### config.mk
export PLATFORM = sky130hd
export DESIGN_NAME = burst_addr_seq
export DESIGN_NICKNAME = d
export VERILOG_FILES = /design/src/rtl/burst_seq_pkg.sv /design/src/rtl/burst_beat_ctr.sv /design/src/rtl/burst_order_map.sv /design/src/rtl/burst_addr_seq.sv
export SDC_FILE = /design/constraint.sdc
export NUM_CORES = 1
export LEC_CHECK = 0
export BUFFER_PORTS_ARGS = -buffer_cell sky130_fd_sc_hd__buf_2
export CORE_AREA = 3 3 40 42
export DETAILED_ROUTE_END_ITERATION = 6
export DIE_AREA = 0 0 43 45
export PLACE_DENSITY = 0.68
export SLEW_MARGIN = 25
export SYNTH_ARGS = -nofsm -noshare
export SYNTH_HDL_FRONTEND = slang
export SYNTH_HIERARCHICAL = 1
export SYNTH_SLANG_ARGS = --single-unit
### constraint.sdc
create_clock -name clk -period 3.1 [get_ports clk]
set_input_delay 0.31 -clock clk [delete_from_list [all_inputs] [get_ports clk]]
set_output_delay 0.31 -clock clk [all_outputs]
set_load 0.02 [all_outputs]
### src/rtl/burst_seq_pkg.sv
package burst_seq_pkg;
    typedef enum logic {
        ST_IDLE  = 1'b0,
        ST_BURST = 1'b1
    } seq_state_t;
endpackage

### src/rtl/burst_beat_ctr.sv
module burst_beat_ctr #(
    parameter int BURST_LEN = 4,
    localparam int CW = $clog2(BURST_LEN)
) (
    input  logic          clk,
    input  logic          rst_n,
    input  logic          hold,
    input  logic          clear,
    input  logic          step,
    output logic [CW-1:0] beat
);
    always_ff @(posedge clk) begin
        if (!rst_n) begin
            beat <= '0;
        end else if (!hold) begin
            if (clear)
                beat <= '0;
            else if (step)
                beat <= beat + CW'(1);
        end
    end


    hold_freeze_chk: assert property (@(posedge clk) disable iff (!rst_n)
        hold |=> $stable(beat));


    clear_zero_chk: assert property (@(posedge clk) disable iff (!rst_n)
        (!hold && clear) |=> (beat == '0));


    step_wrap_chk: assert property (@(posedge clk) disable iff (!rst_n)
        (!hold && !clear && step) |=> (beat == CW'($past(beat) + CW'(1))));
endmodule

### src/rtl/burst_order_map.sv
module burst_order_map #(
    parameter int LW = 2
) (
    input  logic          interleave,
    input  logic [LW-1:0] base,
    input  logic [LW-1:0] beat,
    output logic [LW-1:0] low
);
    always_comb begin
        if (interleave)
            low = base ^ beat;
        else
            low = base + beat;
    end
endmodule

### src/rtl/burst_addr_seq.sv
module burst_addr_seq
    import burst_seq_pkg::*;
#(
    parameter int ADDR_W    = 8,
    parameter int BURST_LEN = 4
) (
    input  logic              clk,
    input  logic              rst_n,
    input  logic              stall,
    input  logic              start,
    input  logic              advance,
    input  logic              interleave,
    input  logic [ADDR_W-1:0] addr_in,
    output logic [ADDR_W-1:0] addr_out,
    output logic              in_burst
);
    localparam int LW = $clog2(BURST_LEN);
    localparam int UW = ADDR_W - LW;

    seq_state_t     state_q, state_d;
    logic [LW-1:0]  base_q;
    logic [UW-1:0]  upper_q;
    logic [LW-1:0]  beat;
    logic [LW-1:0]  low;
    logic           load;
    logic           step_en;

    assign load    = start && !stall;
    assign step_en = advance && (state_q == ST_BURST);

    always_comb begin
        state_d = state_q;
        unique case (state_q)
            ST_IDLE:  if (load) state_d = ST_BURST;
            ST_BURST: state_d = ST_BURST;
        endcase
    end

    always_ff @(posedge clk) begin
        if (!rst_n) begin
            state_q <= ST_IDLE;
            base_q  <= '0;
            upper_q <= '0;
        end else begin
            state_q <= state_d;
            if (load) begin
                base_q  <= addr_in[LW-1:0];
                upper_q <= addr_in[ADDR_W-1:LW];
            end
        end
    end

    burst_beat_ctr #(.BURST_LEN(BURST_LEN)) u_ctr (
        .clk   (clk),
        .rst_n (rst_n),
        .hold  (stall),
        .clear (start),
        .step  (step_en),
        .beat  (beat)
    );

    burst_order_map #(.LW(LW)) u_map (
        .interleave (interleave),
        .base       (base_q),
        .beat       (beat),
        .low        (low)
    );

    always_comb begin
        addr_out = {upper_q, low};
        in_burst = (state_q == ST_BURST);
    end


    load_addr_chk: assert property (@(posedge clk) disable iff (!rst_n)
        (start && !stall) |=> (addr_out == $past(addr_in)) && in_burst);


    idle_quiet_chk: assert property (@(posedge clk) disable iff (!rst_n)
        !in_burst |-> (addr_out == '0));


    upper_keep_chk: assert property (@(posedge clk) disable iff (!rst_n)
        (!start || stall) |=> $stable(addr_out[ADDR_W-1:LW]));


    stall_state_chk: assert property (@(posedge clk) disable iff (!rst_n)
        stall |=> $stable(in_burst));
endmodule

==> qor.txt, run 1 <==
Gpl congestion - 0.724
Fill cells - 138
Syn_nets - 69
Routed WL per cell - 10.1 um
Cts bufs inserted - 3
Critical-path cell list - ha_1 -> nor2b_1 -> xnor2_1 -> buf_2
CTS tree - yes
Global route total overflow - 0
CTS Sinks - 11
Vias - 429
Vias in the first global route - 400
Synth-to-Final Area Change - 23.5%
Crit path required time - 2.79 ns
Placed cell count - 88
Post-Layout Inst Area - 637 um2
Via/cell ratio - 4.66
Core Area - 0.00128 mm2
DP HPWL - 711 um
Dpl cell area - 611 um2
CP endpoint kind - output port
Max-slew headroom - 0.779
Top-Level Pins - 23
Synth Area per Inst - 9.55 um2
Starting Density - 0.401
Top Layer Used - met3
Least-Margin Pin Slew - 0.330 ns
Clock-pin slew on the worst setup and hold paths - 0.07 ns
Post-CTS sizing - 0
Final hold vios - 0
Clk buf depth - 2
Commonest cells in the netlist - nand2_1, dfxtp_1, mux2i_1
Crit path buffers/inverters - 1
Die area - 0.00194 mm2
DRC - 0
Worst clock skew - 0.00208 ns
CTS Root Buffer Type - clkbuf_4
Max-cap violations - 0
Part of the cycle the worst path needs - 0.499
Share of layout cells above drive strength 1 - 0.351
All-Layer GR Usage - 0.108
Top area cells in the synthesized netlist - dfxtp_1, mux2i_1, nand2_1
Leakage - 0.299 nW
Synth top area share - 0.427
Final WS setup - 1.55 ns
First DRT Iteration DRCs - 4
Sequential area share after synthesis - 0.427
First drt pass iteration count - 4
Wirelength, routed - 925 um
Post-CTS setup buffer count - 0
Post-Synthesis Cells - 54
# hold bufs at CTS - 0
Crit path kind - register to output port
Synthesis-stage register bit count - 11
Async set-reset flop share out of synthesis - 0
Pwr Total - 0.288 mW
Number of synthesized flops with an enable pin - 0
Die Width - 43 um
Nets - 93
Largest delay contributor family on the critical path - flip-flops
Mapped Area - 515 um2
Most frequent cell after synthesis - nand2_1
Hold WS - 0.288 ns
Main synth FF type - dfxtp_1
Data arrival, critical path - 1.24 ns
Cell variety after synth - 17
Type of origin of the critical path - register
Placement Setup Slack - 1.82 ns
Met3 WL - 85 um
Critical path's slowest cell - dfxtp_1
Synth area leader - dfxtp_1
HP Class - primary input to register
Clk_lat worst skew - 0.26 ns
Htree depth - 1
Crit-path max FO - 5
Met1 Wirelength - 444 um
Max-slew violations - 0
N_diodes - 0
Post-route setup TNS - 0 ns
Achievable frequency - 646 MHz
Metal2 WL - 395 um
Die Y - 45 um
VDD IR-drop max - 178 uV
Crit path time final - 1.55 ns
First-pass GRT wire length - 1550 um
Maximum number of pins on one net before global-route repair - 20
Yosys warnings - 6
Slowest stage delay, CP - 0.38 ns
Post-Layout Cell Count - 92
Port-buffer cells - 22
Setup Viol. Count Final - 0
Cell Pwr Density - 452 mW/mm2
RSZ-0062 raised after global routing - no
Post-DRT Antenna Nets - 0
Num rows - 13
Final Util - 0.496
Status - finished, final reports clean
Initial antenna violation count - 0
## layout by cell type (no fill, tap or decap), types with 2 or more instances in the layout
cell      Yosys  final
o21ai_0       2      2
clkbuf_4      0      3
a21boi_1      2      2
nand2_1      16     16
buf_2         0     22
mux2i_1       8      8
xnor2_1       2      2
dfxtp_1      11     11
## path summary, 6_finish.rpt
path                      start             to  slack [ns]  depth (start not counted)
setup reg to reg       in_burst  u_ctr/beat[1]        1.91                          4
hold reg to reg      upper_q[4]     upper_q[4]        0.46                          2
hold / removal       addr_in[4]     upper_q[2]        0.29                          3
setup / recovery  u_ctr/beat[0]    addr_out[1]        1.55                          4
## power breakdown
group          internal, mW  total (mW)  switching (mW)
clock                0.0497      0.0935          0.0438
combinational        0.0192      0.0433          0.0241
sequential            0.148       0.151         0.00348
total                 0.217       0.288          0.0714
## logic make-up after synthesis
kind of cell,synth area share
compound gates,0.0728
xor+xnor,0.0340
fa+ha+maj,0.0243
buf+inv,0.0655
flops,0.427
mux,0.155
simple gates,0.221
## worst min-delay path: cells and delay by family
family / cells / cell delay (ns)
buffers and inverters: 1 / 0.09
muxes: 1 / 0.05
and+or+nand+nor: 1 / 0.04
## area by class of cell
class	instances	area, um2	area share
clock buffer	4	26.3	0.0413
multi-input combinational	40	262	0.411
sequential	11	220	0.346
tap	15	18.8	0.0295
timing repair buffer	22	110	0.173
## state kept, by name, indices dropped and copies added, names as in the netlist
| signal | count |
|---|---|
| base_q | 2 |
| in_burst | 1 |
| u_ctr/beat | 2 |
| upper_q | 6 |
## layer usage
metal	up-vias	track usage
met3	0	0.0279
met5	-	0
met1	186	0.142
li1	227	-
met2	16	0.153
met4	0	0.0783
Note: power is estimated with default switching activity, not from simulation.
==> run 2: changes to the inputs <==
- clock period: 3.1 -> 1.62 ns (I/O delays scaled with it)
==> run 2 against run 1 <==
Effect of this change: cell count did not move; critical path depth is the same; global-route usage increased by 0.17 points; sequential share of layout area stayed put; critical path type unchanged.
==> qor.txt, run 2 (synthesis results as in run 1) <==
Status - finished, final reports clean
Nets - 93 (unchanged)
Clock-pin slew on the worst setup and hold paths - 0.07 ns (about the same)
Routed WL per cell - 10.8 um (+6.9%)
Post-DRT Antenna Nets - 0 (unchanged)
Crit path required time - 1.46 ns (-1.33 ns)
Global route total overflow - 0 (unchanged)
Post-CTS sizing - 0 (unchanged)
Type of origin of the critical path - register
# hold bufs at CTS - 0 (unchanged)
Core Area - 0.00128 mm2 (unchanged)
Crit path time final - 1.42 ns
Final WS setup - 0.202 ns (-1.35 ns)
Post-CTS setup buffer count - 0 (unchanged)
Htree depth - 1 (unchanged)
Commonest cells after routing, fill and taps aside - buf_2, nand2_1, dfxtp_1
Die Y - 45 um (unchanged)
Clk_lat worst skew - 0.26 ns (about the same)
Max reg flops - 6 (unchanged)
Worst clock skew - 0.000257 ns (-0.00182 ns)
Reg with most FFs - upper_q
Initial antenna violation count - 0 (unchanged)
Max-slew violations - 0 (unchanged)
Via/cell ratio - 4.79 (+2.8%)
Achievable frequency - 705 MHz
Die Width - 43 um (unchanged)
Port-buffer cells - 22 (unchanged)
RSZ-0062 raised after global routing - no
Final hold vios - 0 (unchanged)
Commonest non-fill, non-tap cell in the layout - buf_2
Synth-to-Final Area Change - 23.5% (unchanged)
Clk buf depth - 2 (unchanged)
Vias in the first global route - 373 (-6.8%)
Max-cap violations - 0 (unchanged)
Num rows - 13 (unchanged)
Crit path buffers/inverters - 1 (unchanged)
Post-Layout Cell Count - 92 (unchanged)
R2R Setup Slk - 0.43 ns (-1.48 ns)
VDD IR-drop max - 449 uV (+150%)
Die area - 0.00194 mm2 (unchanged)
Crit-path max FO - 5 (unchanged)
Critical path's slowest cell - dfxtp_1
Regs by FF count - upper_q: 6 flops, base_q: 2 flops, u_ctr/beat: 2 flops
First drt pass iteration count - 4 (unchanged)
CTS tree - yes
Pwr Total - 0.556 mW (+93%)
Placement Setup Slack - 0.457 ns (-1.36 ns)
Dpl cell area - 611 um2 (unchanged)
Post-Layout Inst Area - 637 um2 (unchanged)
Largest delay contributor family on the critical path - flip-flops
Crit path kind - register to output port
First-pass GRT wire length - 1530 um (-1.4%)
CTS Root Buffer Type - clkbuf_4
Post-route setup TNS - 0 ns (unchanged)
CTS Sinks - 11 (unchanged)
CP endpoint kind - output port
Part of the cycle the worst path needs - 0.875
Fill cells - 124 (-10%)
Leakage - 0.299 nW (unchanged)
Top-Level Pins - 23 (unchanged)
DP HPWL - 710 um (-0.15%)
N_diodes - 0 (unchanged)
First DRT Iteration DRCs - 8 (+4)
Setup Viol. Count Final - 0 (unchanged)
CP Launch Point - u_ctr/beat[0]
Starting Density - 0.401 (unchanged)
Placed cell count - 88 (unchanged)
DRC - 0 (unchanged)
Max-slew headroom - 0.775 (-0.00386)
Reg-to-Reg Start - in_burst
Wirelength, routed - 989 um (+6.9%)
HP Class - primary input to register
Least-Margin Pin Slew - 0.336 ns (+0.00578 ns)
Slowest stage delay, CP - 0.38 ns (about the same)
Gpl congestion - 0.683 (-5.7%)
Data arrival, critical path - 1.26 ns (+0.02 ns)
All-Layer GR Usage - 0.110 (+0.00167)
Vias - 441 (+2.8%)
Cts bufs inserted - 3 (unchanged)
Cell Pwr Density - 874 mW/mm2 (+93%)
Maximum number of pins on one net before global-route repair - 20 (unchanged)
HP Start - addr_in[0]
Critical-path cell list - ha_1 -> nor2b_1 -> xnor2_1 -> buf_2
Share of layout cells above drive strength 1 - 0.351 (unchanged)
==> run 2: cell counts in the layout (fill, tap and decap cells not counted) <==
No cell type changed its count.
==> run 2: worst paths after layout <==
check	to	depth (start not counted)
worst max register to register	u_ctr/beat[1]	4
worst min register to register	upper_q[2]	2
worst min-delay path	base_q[0]	3
worst max-delay path	addr_out[1]	4
==> run 2: power breakdown <==
group	internal (mW)	switching, mW	total (mW)
clock	0.0952	0.0883	0.184
sequential	0.283	0.00612	0.289
combinational	0.0369	0.0472	0.0841
==> run 2: final cells by class <==
type / instances / area (um2) / area share
clock buffer: 4 / 26.3 / 0.0413
multi-input combinational: 40 / 262 / 0.411
sequential: 11 / 220 / 0.346
tap: 15 / 18.8 / 0.0295
timing repair buffer: 22 / 110 / 0.173
==> run 2: layer usage <==
layer / vias up / wire length [um] / GRT usage
li1: 223 / - / -
met1: 196 / 472 / 0.125
met2: 18 / 418 / 0.165
met3: 4 / 73 / 0.0279
met4: 0 / 24 / 0.108
met5: - / 0 / 0
==> run 2: worst min-delay path, stage by stage <==
cell	delay, ns
buf_2	0.09
nand2_1	0.04
mux2i_1	0.06
==> run 2: per-stage QoR <==
stage / utilization / hold WS (ns)
floorplan: - / 0.295
global placement: 0.475 / 0.410
detailed placement: 0.475 / 0.418
CTS: 0.496 / 0.133
global route: 0.496 / 0.141
finish: 0.496 / 0.141
==> run 3: changes to the inputs <==
- PLACE_DENSITY: 0.68 -> unset
- SYNTH_HIERARCHICAL: 1 -> unset
==> run 3 against run 2 <==
Effect of this change: sequential power barely moved; critical path depth did not move; clock power fell by 3%; largest cell class unchanged.
==> qor.txt, run 3 <==
Status - finished, final reports clean
Slowest stage delay, CP - 0.38 ns (about the same)
First drt pass iteration count - 4 (unchanged)
Wirelength, routed - 924 um (-6.6%)
Synth area leader - dfxtp_1
Commonest non-fill, non-tap cell in the layout - buf_2
Crit-path max FO - 4 (-1)
Top-Level Pins - 23 (unchanged)
Final hold vios - 0 (unchanged)
Synth top area share - 0.473 (+0.0459)
Vias in the first global route - 363 (-2.7%)
Via/cell ratio - 4.48 (-6.6%)
Routed WL per cell - 10.0 um (-6.6%)
Post-Synthesis Cells - 53 (-1.9%)
Number of synthesized flops with an enable pin - 0 (unchanged)
Post-route setup TNS - 0 ns (unchanged)
RSZ-0062 raised after global routing - no
Most frequent cell after synthesis - nand2_1
Max-cap violations - 0 (unchanged)
Clk buf depth - 2 (unchanged)
Fill cells - 141 (+14%)
Post-CTS sizing - 0 (unchanged)
Data arrival, critical path - 1.22 ns (-0.04 ns)
First DRT Iteration DRCs - 4 (-4)
Die Width - 43 um (unchanged)
Async set-reset flop share out of synthesis - 0 (unchanged)
Syn_nets - 68 (-1.4%)
Least-Margin Pin Slew - 0.393 ns (+0.0568 ns)
CTS Root Buffer Type - clkbuf_4
Die Y - 45 um (unchanged)
HP Class - primary input to register
Synth-to-Final Area Change - 30.9%
Clk_lat worst skew - 0.26 ns (about the same)
Crit path required time - 1.46 ns (about the same)
CTS tree - yes
Port-buffer cells - 22 (unchanged)
N_diodes - 0 (unchanged)
Cell Pwr Density - 887 mW/mm2 (+1.6%)
Die area - 0.00194 mm2 (unchanged)
DP HPWL - 685 um (-3.4%)
Core Area - 0.00128 mm2 (unchanged)
Hold WS - 0.133 ns (-0.00840 ns)
VDD IR-drop max - 422 uV (-5.9%)
Hold Path Sink - upper_q[2]
Gpl congestion - 0.626 (-8.3%)
Final Util - 0.474 (-0.0214)
Htree depth - 1 (unchanged)
Top area cells in the synthesized netlist - dfxtp_1, nand2_1, a21boi_1
Crit path kind - register to output port
Pwr Total - 0.541 mW (-2.8%)
DRC - 0 (unchanged)
Sequential area share after synthesis - 0.473 (+0.0459)
Leakage - 0.286 nW (-4.4%)
R2R depth - 3 (-1)
Worst r2r dst - u_ctr.beat[1]
Reg with most FFs - upper_q
Commonest cells in the netlist - nand2_1, dfxtp_1, a21boi_1
R2R Setup Slk - 0.71 ns (+0.28 ns)
Largest delay contributor family on the critical path - flip-flops
Clock-pin slew on the worst setup and hold paths - 0.07 ns (about the same)
Crit path time final - 1.39 ns (-0.0317 ns)
Yosys warnings - 0 (-6)
Maximum number of pins on one net before global-route repair - 13 (-35%)
Type of origin of the critical path - register
Mapped Area - 465 um2 (-9.7%)
Max-slew headroom - 0.738 (-0.0374)
Critical-path cell list - ha_1 -> nor2b_1 -> xnor2_1 -> buf_2
Commonest cells after routing, fill and taps aside - buf_2, nand2_1, dfxtp_1
Worst Hold Path Cells - 3 (unchanged)
Cts bufs inserted - 3 (unchanged)
# hold bufs at CTS - 0 (unchanged)
Achievable frequency - 722 MHz (+2.3%)
CP endpoint kind - output port
Worst clock skew - 0.000703 ns (+0.000447 ns)
HP Start - addr_in[4]
Vias - 412 (-6.6%)
Nets - 93 (unchanged)
Num rows - 13 (unchanged)
Reg-to-Reg Start - u_ctr.beat[0]
Crit path buffers/inverters - 1 (unchanged)
Setup Viol. Count Final - 0 (unchanged)
CTS Sinks - 11 (unchanged)
Post-CTS setup buffer count - 0 (unchanged)
Main synth FF type - dfxtp_1
Part of the cycle the worst path needs - 0.856 (-0.0196)
Max reg flops - 6 (unchanged)
Post-DRT Antenna Nets - 0 (unchanged)
Starting Density - 0.362 (-0.0389)
First-pass GRT wire length - 1470 um (-4.0%)
Max-slew violations - 0 (unchanged)
Synthesis-stage register bit count - 11 (unchanged)
Share of layout cells above drive strength 1 - 0.338 (-0.0130)
Global route total overflow - 0 (unchanged)
Initial antenna violation count - 0 (unchanged)
Synth Area per Inst - 8.78 um2 (-8.0%)
Critical path's slowest cell - dfxtp_1
Regs by FF count - upper_q: 6 flops, base_q: 2 flops, u_ctr.beat: 2 flops
Cell variety after synth - 16 (-1)
All-Layer GR Usage - 0.107 (-0.00251)
[run 3: cell families after synthesis]
group           count (synthesis)  synth area share
simple gates                   25             0.247
flops                          11             0.473
compound gates                 10             0.156
xor+xnor                        3            0.0565
buf+inv                         3            0.0403
fa+ha+maj                       1            0.0269
[run 3: stage by stage]
| stage | cells | setup WS (ns) | cell area [um2] |
|---|---|---|---|
| after floorplan | 53 | 0.478 | 465 |
| after global placement | 88 | 0.536 | 583 |
| after detailed placement | 88 | 0.498 | 583 |
| after CTS | 92 | 0.213 | 609 |
| after global routing | 92 | 0.147 | 609 |
| final | 92 | 0.234 | 609 |
[run 3: power by group]
| group | switching [mW] | internal (mW) | leakage [nW] |
|---|---|---|---|
| registers | 0.00608 | 0.282 | 0.0898 |
| logic | 0.0413 | 0.0337 | 0.181 |
| clock network | 0.0830 | 0.0950 | 0.0150 |
| total | 0.130 | 0.410 | 0.286 |
[run 3: cell type report]
class                           instances  area, um2  share of cell area
Clock buffer                            4       26.3              0.0431
Multi-Input combinational cell         39        226               0.372
Sequential cell                        11        220               0.361
Timing Repair Buffer                   23        118               0.193
Tap cell                               15       18.8              0.0308
[run 3: routing by layer]
| layer | track usage | vias up | wire length, um |
|---|---|---|---|
| met5 | 0 | - | 0 |
| met4 | 0.0904 | 0 | 16 |
| met3 | 0.0279 | 2 | 54 |
| met2 | 0.168 | 12 | 457 |
| met1 | 0.122 | 176 | 396 |
| li1 | - | 222 | - |
[run 3: tightest hold or removal path: stages]
cell	delay, ns
buf_2	0.09
nand2_1	0.04
a21boi_1	0.04
[run 3: worst max path at each step]
| stage | from | end | slack [ns] | cells after the start |
|---|---|---|---|---|
| 3_3_place_gp | u_ctr.beat[0] | addr_out[1] | 0.54 | 4 |
| 5_1_grt | u_ctr.beat[0] | addr_out[1] | 0.15 | 4 |
| 2_1_floorplan | u_ctr.beat[0] | addr_out[1] | 0.48 | 3 |
| 4_1_cts | u_ctr.beat[0] | addr_out[1] | 0.21 | 4 |
| 6_report | u_ctr.beat[0] | addr_out[1] | 0.23 | 4 |
| 3_5_place_dp | u_ctr.beat[0] | addr_out[1] | 0.50 | 4 |
